--- src/rtl/gray_seq_pkg.sv ---
// Package: shared widths, code type and the fixed loop endpoints for the
// custom-order counter. Assumes a three-bit code; the loop order is fixed.
package gray_seq_pkg;
    localparam int CODE_W = 3;
    typedef logic [CODE_W-1:0] code_t;
    localparam code_t CODE_FIRST = 3'b000;
    localparam code_t CODE_LAST  = 3'b010;
endpackage

--- src/rtl/gray_seq_next.sv ---
// Module: successor logic. Maps the present code onto the next one in the
// loop 000,001,101,100,110,111,011,010. USE_TABLE picks a lookup (1) or the
// reduced two-level gate equations (0). Purely combinational.
module gray_seq_next
    import gray_seq_pkg::*;
#(
    parameter bit USE_TABLE = 1'b0
) (
    input  code_t cur,
    output code_t nxt
);
    generate
        if (USE_TABLE) begin : g_table
            // Successor lookup, one entry per code.
            always_comb begin
                case (cur)
                    3'b000:  nxt = 3'b001;
                    3'b001:  nxt = 3'b101;
                    3'b101:  nxt = 3'b100;
                    3'b100:  nxt = 3'b110;
                    3'b110:  nxt = 3'b111;
                    3'b111:  nxt = 3'b011;
                    3'b011:  nxt = 3'b010;
                    default: nxt = 3'b000;
                endcase
            end
        end else begin : g_gates
            logic b3, b2, b1;
            assign b3 = cur[2];
            assign b2 = cur[1];
            assign b1 = cur[0];
            // Reduced equations taken from the three-variable maps.
            always_comb begin
                nxt[0] = ~(b3 ^ b2);
                nxt[1] = b1 ? b2 : b3;
                nxt[2] = (b3 & ~(b2 & b1)) | (~b3 & ~b2 & b1);
            end
        end
    endgenerate
endmodule

--- src/rtl/gray_seq_state.sv ---
// Module: D flip-flop bank holding the code. Reset (active low) and clear are
// both synchronous; clear outranks enable. Assumes one clock domain.
module gray_seq_state #(
    parameter int W = 3
) (
    input  logic         clk,
    input  logic         rst_n,
    input  logic         clr,
    input  logic         en,
    input  logic [W-1:0] d_next,
    output logic [W-1:0] q
);
    // State update: reset, then clear, then enabled advance, else hold.
    always_ff @(posedge clk) begin
        if (!rst_n)
            q <= '0;
        else if (clr)
            q <= '0;
        else if (en)
            q <= d_next;
    end
endmodule

--- src/rtl/gray_seq_wrap.sv ---
// Module: last-code detector. With ENABLE set it raises the flag while the
// code equals LAST; otherwise the flag is tied low. Combinational.
module gray_seq_wrap
    import gray_seq_pkg::*;
#(
    parameter bit    ENABLE = 1'b1,
    parameter code_t LAST   = CODE_LAST
) (
    input  code_t cur,
    output logic  flag
);
    generate
        if (ENABLE) begin : g_on
            // Compare against the loop's final code.
            assign flag = (cur == LAST);
        end else begin : g_off
            logic unused_ok;
            assign unused_ok = ^cur;
            assign flag      = 1'b0;
        end
    endgenerate
endmodule

--- src/rtl/gray_seq_counter.sv ---
// Module: top of the custom-order single-step counter. Joins the successor
// logic, the state bank and the optional last-code flag. Assumes inputs are
// synchronous to clk.
module gray_seq_counter
    import gray_seq_pkg::*;
#(
    parameter bit USE_TABLE     = 1'b0,
    parameter bit HAS_WRAP_FLAG = 1'b1
) (
    input  logic clk,
    input  logic rst_n,
    input  logic clr,
    input  logic cnt_en,
    output logic q3,
    output logic q2,
    output logic q1,
    output logic wrap_flag
);
    code_t code_q;
    code_t code_d;

    gray_seq_next #(.USE_TABLE(USE_TABLE)) u_next (
        .cur (code_q),
        .nxt (code_d)
    );

    gray_seq_state #(.W(CODE_W)) u_state (
        .clk    (clk),
        .rst_n  (rst_n),
        .clr    (clr),
        .en     (cnt_en),
        .d_next (code_d),
        .q      (code_q)
    );

    gray_seq_wrap #(.ENABLE(HAS_WRAP_FLAG), .LAST(CODE_LAST)) u_wrap (
        .cur  (code_q),
        .flag (wrap_flag)
    );

    // Split the code onto the named output bits.
    assign q3 = code_q[2];
    assign q2 = code_q[1];
    assign q1 = code_q[0];
endmodule

--- config.mk ---
export PLATFORM = sky130hd
export DESIGN_NAME = gray_seq_counter
export DESIGN_NICKNAME = d
export VERILOG_FILES = /design/src/rtl/gray_seq_pkg.sv /design/src/rtl/gray_seq_next.sv /design/src/rtl/gray_seq_state.sv /design/src/rtl/gray_seq_wrap.sv /design/src/rtl/gray_seq_counter.sv
export SDC_FILE = /design/constraint.sdc
export NUM_CORES = 1
export LEC_CHECK = 0
export CORE_AREA = 10 10 47 49
export CTS_BUF_LIST = sky130_fd_sc_hd__clkbuf_4 sky130_fd_sc_hd__clkbuf_8
export CTS_CLUSTER_SIZE = 16
export DETAILED_ROUTE_END_ITERATION = 6
export DIE_AREA = 0 0 57 59
export PLACE_DENSITY_LB_ADDON = 0.05
export SYNTH_ARGS = -nofsm -noshare
export SYNTH_HDL_FRONTEND = slang
export SYNTH_SLANG_ARGS = --single-unit
--- constraint.sdc ---
create_clock -name clk -period 0.9 [get_ports clk]
set_clock_uncertainty 0.1 [all_clocks]
set_input_delay 0.225 -clock clk [delete_from_list [all_inputs] [get_ports clk]]
set_output_delay 0.225 -clock clk [all_outputs]
set_load 0.01 [all_outputs]
==> results of run 1 <==
==> worst max-delay path: stages, from the launching register on <==
cell     delay (ps)
dfxtp_4         340
nor3_4          140
buf_2           150
==> cells in the final DEF (no fill, tap or decap) <==
| cell | n |
|---|---|
| buf_2 | 1 |
| buf_4 | 3 |
| buf_6 | 7 |
| clkbuf_4 | 4 |
| clkdlybuf4s50_1 | 2 |
| dfxtp_2 | 1 |
| dfxtp_4 | 2 |
| dlymetal6s2s_1 | 1 |
| inv_2 | 1 |
| mux2i_1 | 3 |
| nand2_4 | 1 |
| nand2b_1 | 1 |
| nor2_1 | 3 |
| nor2b_4 | 1 |
| nor3_4 | 1 |
| xnor2_2 | 1 |
==> routing by layer <==
layer  global-route usage  up-vias
met3              0.02361        2
met5                    0        -
met4              0.04027        0
met1              0.02597       76
li1                     -       84
met2              0.04806        6
==> worst paths after layout <==
| kind | endpoint | cells past startpoint |
|---|---|---|
| setup / recovery | wrap_flag | 2 |
| hold / removal | register | 4 |
| setup reg to reg | u_state.q[1]$_SDFFE_PP0P_ | 5 |
| hold reg to reg | register | 3 |
==> what timing repair did <==
item / 4_1_cts / 5_1_grt
endpoints found under the setup margin: 7 / 7
hold endpoints to repair: 0 / 0
setup buffers: 1 / 0
cloned: 0 / 0
gates resized for setup: 24 / 5
pin swaps: 1 / 2
==> cells by family (layout without fill, tap and decap cells) <==
logic type,Yosys count,after routing,share of synthesized area
buffers and inverters,1,19,0.02629
multiplexers,3,3,0.2105
flip-flops,3,3,0.4211
XOR/XNOR,1,1,0.06141
AND/OR/NAND/NOR,7,7,0.2806
==> per-stage QoR <==
step	hold WS [ps]	setup TNS (ps)
2_1_floorplan	276.4	0
6_report	330.0	-1594
4_1_cts	498.6	-1748
3_5_place_dp	518.9	-2810
3_3_place_gp	522.1	-2835
5_1_grt	378.9	-1913
==> cell type report <==
type / instances / area share
Clock buffer: 4 / 0.08191
Inverter: 1 / 0.01024
Multi-Input combinational cell: 11 / 0.2867
Sequential cell: 3 / 0.1877
Tap cell: 16 / 0.05461
Timing Repair Buffer: 14 / 0.3788
==> where the power goes <==
part           total [W]  switching (W)  internal [W]  leakage [nW]
Clock           0.000260      0.0000640      0.000196        0.0184
Combinational  0.0000635      0.0000222     0.0000413         0.133
Sequential      0.000136     0.00000341      0.000132        0.0263
==> summary.txt, run 1 <==
Register area: 68.82 um^2
Crit. End Element: output port
Placement Setup Slack: -472.0 ps
Slew Limit Fails: 0
Placed cells: 44
Detailed-route wire length: 453 um
Reg2reg setup slack: -240 ps
Post-synth top area cell: dfxtp_1
H-tree levels: 1
Register area share after synthesis: 0.4211
# DRC: 0
CTS tree: done
Largest net degree at the start of global routing: 4
Startpoint Class: register
Final Cycle Share: 1.315
Final min period: 1183 ps
Die W: 57 um
Drt wl/cell: 9.245 um
First-pass GRT wire length: 800 um
Clock Sink Count: 3
Max FO, Critical Path: 2
Setup-failing EPs final: 7
Outcome: finished, violations left
Iteration-0 DRC count of the detailed router: 0
Mapped cell area: 142.6 um^2
Core Footprint: 1401 um^2
Syn Nets: 19
Fillcell total: 164
Reg-to-Reg Start: u_state.q[0]$_SDFFE_PP0P_
Hold Crit Start: cnt_en
Worst slew margin: 0.8957
Top-area cell type share of the netlist area: 0.4211
Synth unique cells: 9
Failing checks: setup timing
Total power: 0.0004587 W
Vias in the first global route: 201
Area contributors post-synth: dfxtp_1 (42%), mux2i_1 (21%), nor2b_4 (9.6%)
Total Routing Usage GR: 0.03277
Synthesis-to-finish area growth: 157.0%
DR pass1 iterations: 1
FP Rows: 14
Die height: 59 um
Final hold viol count: 0
Pwr dens: 1251 nW/um^2
Placed Area: 295.3 um^2
Antenna violations before repair: 0
Met3 WL post-DR: 59 um
IO Count: 8
Met1 Wirelength: 161 um
GRT Residual Overflow: 0
Final instance area: 366.6 um^2
Starting Density: 0.1018
Clk_lat worst skew: 230 ps
Top_reg_cell synth: dfxtp_1
# hold bufs at CTS: 0
Fin nets: 38
CTS Root Cell: clkbuf_4
Data required time of the critical path: 570 ps
Final Util: 0.2616
Critical Path AT: 860 ps
Clk pin slew, worst setup/hold paths: 40 ps
Share of cells above drive strength 1: 0.6970
Number of flops mapped to enable cells by yosys: 0
VDD IR-drop max: 0.4778 mV
Number of synthesized register bits: 3
I/O Buffers: 7
Ys async rst share: 0
Vias/cell: 3.429
Final WS setup: -283.4 ps
Fin cells: 49
Final ANT Viol Nets: 0
Fmax: 0.8450 GHz
RSZ-0062 raised after global routing: true
Synth warnings: 0
Vias: 168
Static leakage: 0.1775 nW
# diodes: 0
Number of max-cap violations: 0
Worst-margin pin slew: 152.1 ps
Met2 wire length: 228 um
Clock Path Buffers: 2
HPWL after DPL: 362.1 um
Num CTS Buffers: 3
Setup CP Type: reg2out
Max Used Layer: met4
Synth top cells by count: dfxtp_1 (3), mux2i_1 (3), nor2_1 (3)
Die ar.: 3363 um^2
Avg Synthesized Cell Area: 9.509 um^2
Area of the multi-input gates: 105.1 um^2
Cell count after synthesis: 15
Hold Path Class: in2reg
RePlAce Congestion: 0.5792
No activity file was read; power rests on OpenSTA's default activity.
==> run 2, diff against run 1 <==
Settings changed: GPL_TIMING_DRIVEN from default to 0.
==> run 2 against run 1 <==
  * Cell count shrank 2.0%
  * Cell area shrank 4.8%
  * Global-route usage shrank 0.17 points
  * Clock power is essentially flat
  * Via count shrank 6.0%
  * Non-clock buffer count shrank 1
  * Setup slack lost 18 ps
  * Largest power group unchanged
  * First-iteration DRC count is the same
  * Sequential share of layout area grew 1.7 points
  * The flow still finishes with violations (setup timing)
  * Register-to-register slack is essentially flat
  * Power shrank 0.40%
==> summary.txt, run 2 (same netlist as run 1, synthesis figures left out) <==
P_int: 0.0003657 W (-0.91%)
Vias in the first global route: 190 (-5.5%)
Drt wl/cell: 9.375 um (+1.4%)
Pwr dens: 1309 nW/um^2 (+4.6%)
Flop pwr share: 0.294 (about the same)
Failing checks: setup timing
Antenna violations before repair: 0 (unchanged)
Critical Path Sink: wrap_flag
Commonest cells after routing, fill and taps aside: buf_6 (8), clkbuf_4 (4), mux2i_1 (3), nor2_1 (3), dfxtp_4 (3)
Die W: 57 um (unchanged)
H-tree levels: 1 (unchanged)
Final hold viol count: 0 (unchanged)
Share of cells above drive strength 1: 0.6563 (-0.04072)
Reg2reg setup slack: -240 ps (about the same)
Worst hold slack: 388.0 ps (+57.98 ps)
Final WS setup: -301.4 ps (-17.96 ps)
Fmax: 0.8324 GHz (-1.5%)
Fin Setup TNS: -1458 ps (+135.8 ps)
Final Cycle Share: 1.335 (+0.01996)
Final instance area: 349.1 um^2 (-4.8%)
Vias/cell: 3.292 (-4.0%)
Critical Path AT: 880 ps (+20 ps)
Placed Area: 250.2 um^2 (-15%)
Worst-margin pin slew: 156.0 ps (+3.933 ps)
Fin cells: 48 (-2.0%)
Max FO, Critical Path: 2 (unchanged)
Clock Path Buffers: 2 (unchanged)
Fin nets: 37 (-2.6%)
Clock Sink Count: 3 (unchanged)
Outcome: finished, violations left
Commonest non-fill, non-tap cell in the layout: buf_6
HPWL after DPL: 323.6 um (-11%)
Setup CP Type: reg2out
Final min period: 1201 ps (+17.96 ps)
Clk pin slew, worst setup/hold paths: 40 ps (about the same)
DR pass1 iterations: 1 (unchanged)
Clk_lat worst skew: 230 ps (about the same)
Total Routing Usage GR: 0.03105 (-0.001725)
VDD IR-drop max: 0.5104 mV (+6.8%)
# diodes: 0 (unchanged)
Placed cells: 38 (-14%)
Total power: 0.0004569 W (-0.40%)
RePlAce Congestion: 0.5739 (-0.92%)
Sw Ratio: 0.1995 (+0.004124)
Core Footprint: 1401 um^2 (unchanged)
CTS Root Cell: clkbuf_4
Crit. End Element: output port
Data required time of the critical path: 570 ps (about the same)
Final ANT Viol Nets: 0 (unchanged)
I/O Buffers: 7 (unchanged)
Num CTS Buffers: 3 (unchanged)
Worst slew margin: 0.8930 (-0.002697)
Starting Density: 0.1018 (unchanged)
Clock share of power: 0.576 (+0.010)
R2R Path End: u_state.q[1]$_SDFFE_PP0P_
R2R depth: 5 (unchanged)
Startpoint Class: register
Number of max-cap violations: 0 (unchanged)
Detailed-route wire length: 450 um (-0.66%)
Die height: 59 um (unchanged)
First-pass GRT wire length: 752 um (-6.0%)
GRT Residual Overflow: 0 (unchanged)
Reg-to-Reg Start: u_state.q[0]$_SDFFE_PP0P_
CP Launch Point: u_state.q[0]$_SDFFE_PP0P_
Largest net degree at the start of global routing: 5 (+1)
Static leakage: 0.1571 nW (-11%)
FP Rows: 14 (unchanged)
Slew Limit Fails: 0 (unchanged)
CTS tree: done
Net Sw Power: 0.00009113 W (+1.7%)
Die ar.: 3363 um^2 (unchanged)
IO Count: 8 (unchanged)
Comb power frac: 0.130 (-0.008)
Iteration-0 DRC count of the detailed router: 0 (unchanged)
# DRC: 0 (unchanged)
RSZ-0062 raised after global routing: true
# hold bufs at CTS: 0 (unchanged)
Setup-failing EPs final: 7 (unchanged)
Synthesis-to-finish area growth: 144.7%
Vias: 158 (-6.0%)
Hold Path Class: in2reg
run 2: worst min path at each step:
stage                              startpoint                   endpoint  slack [ps]  cells past startpoint
floorplan                              cnt_en  u_state.q[0]$_SDFFE_PP0P_         280                      2
global placement    u_state.q[1]$_SDFFE_PP0P_  u_state.q[1]$_SDFFE_PP0P_         450                      2
detailed placement  u_state.q[1]$_SDFFE_PP0P_  u_state.q[1]$_SDFFE_PP0P_         440                      2
CTS                                    cnt_en  u_state.q[0]$_SDFFE_PP0P_         380                      3
global route                           cnt_en  u_state.q[0]$_SDFFE_PP0P_         400                      3
finish                                 cnt_en  u_state.q[0]$_SDFFE_PP0P_         390                      3
run 2: stage by stage:
| stage | worst slack [ps] | util |
|---|---|---|
| global placement | -498.3 | 0.1786 |
| CTS | -323.7 | 0.2313 |
| global route | -362.3 | 0.2491 |
| floorplan | 6.908 | - |
| finish | -301.4 | 0.2491 |
| detailed placement | -508.1 | 0.1786 |
run 2: metal layers:
| layer | track usage | up-vias | share of wire |
|---|---|---|---|
| met3 | 0.01502 | 0 | 0.076 |
| met2 | 0.04341 | 6 | 0.48 |
| met1 | 0.02952 | 71 | 0.44 |
| met4 | 0.04027 | 0 | 0 |
| li1 | - | 81 | - |
| met5 | 0 | - | 0 |
run 2: timing repair:
action / 4_1_cts / 5_1_grt
gates cloned: 0 / 0
setup endpoints to repair: 7 / 7
gates resized for setup: 25 / 4
pin swaps: 1 / 1
buffers inserted: 5 / 1
run 2: power by group through the flow:
stage                      logic, W  registers, W  clock network (W)
after detailed placement  0.0000405      0.000144                  0
after floorplan           0.0000162      0.000144                  0
after CTS                 0.0000590      0.000134           0.000281
after global placement    0.0000408      0.000144                  0
final                     0.0000594      0.000134           0.000263
after global routing      0.0000648      0.000134           0.000292
run 2: cell type report:
| type | count | area, um^2 |
|---|---|---|
| fill | 158 | 1052 |
| timing repair buffer | 13 | 131.4 |
| multi-input combinational | 11 | 92.59 |
| sequential | 3 | 71.32 |
| clock buffer | 4 | 30.03 |
| tap | 16 | 20.02 |
| inverter | 1 | 3.754 |
run 2: critical path, stage by stage (launching register included):
cell     delay [ps]
dfxtp_4         340
nor3_4          150
buf_2           150
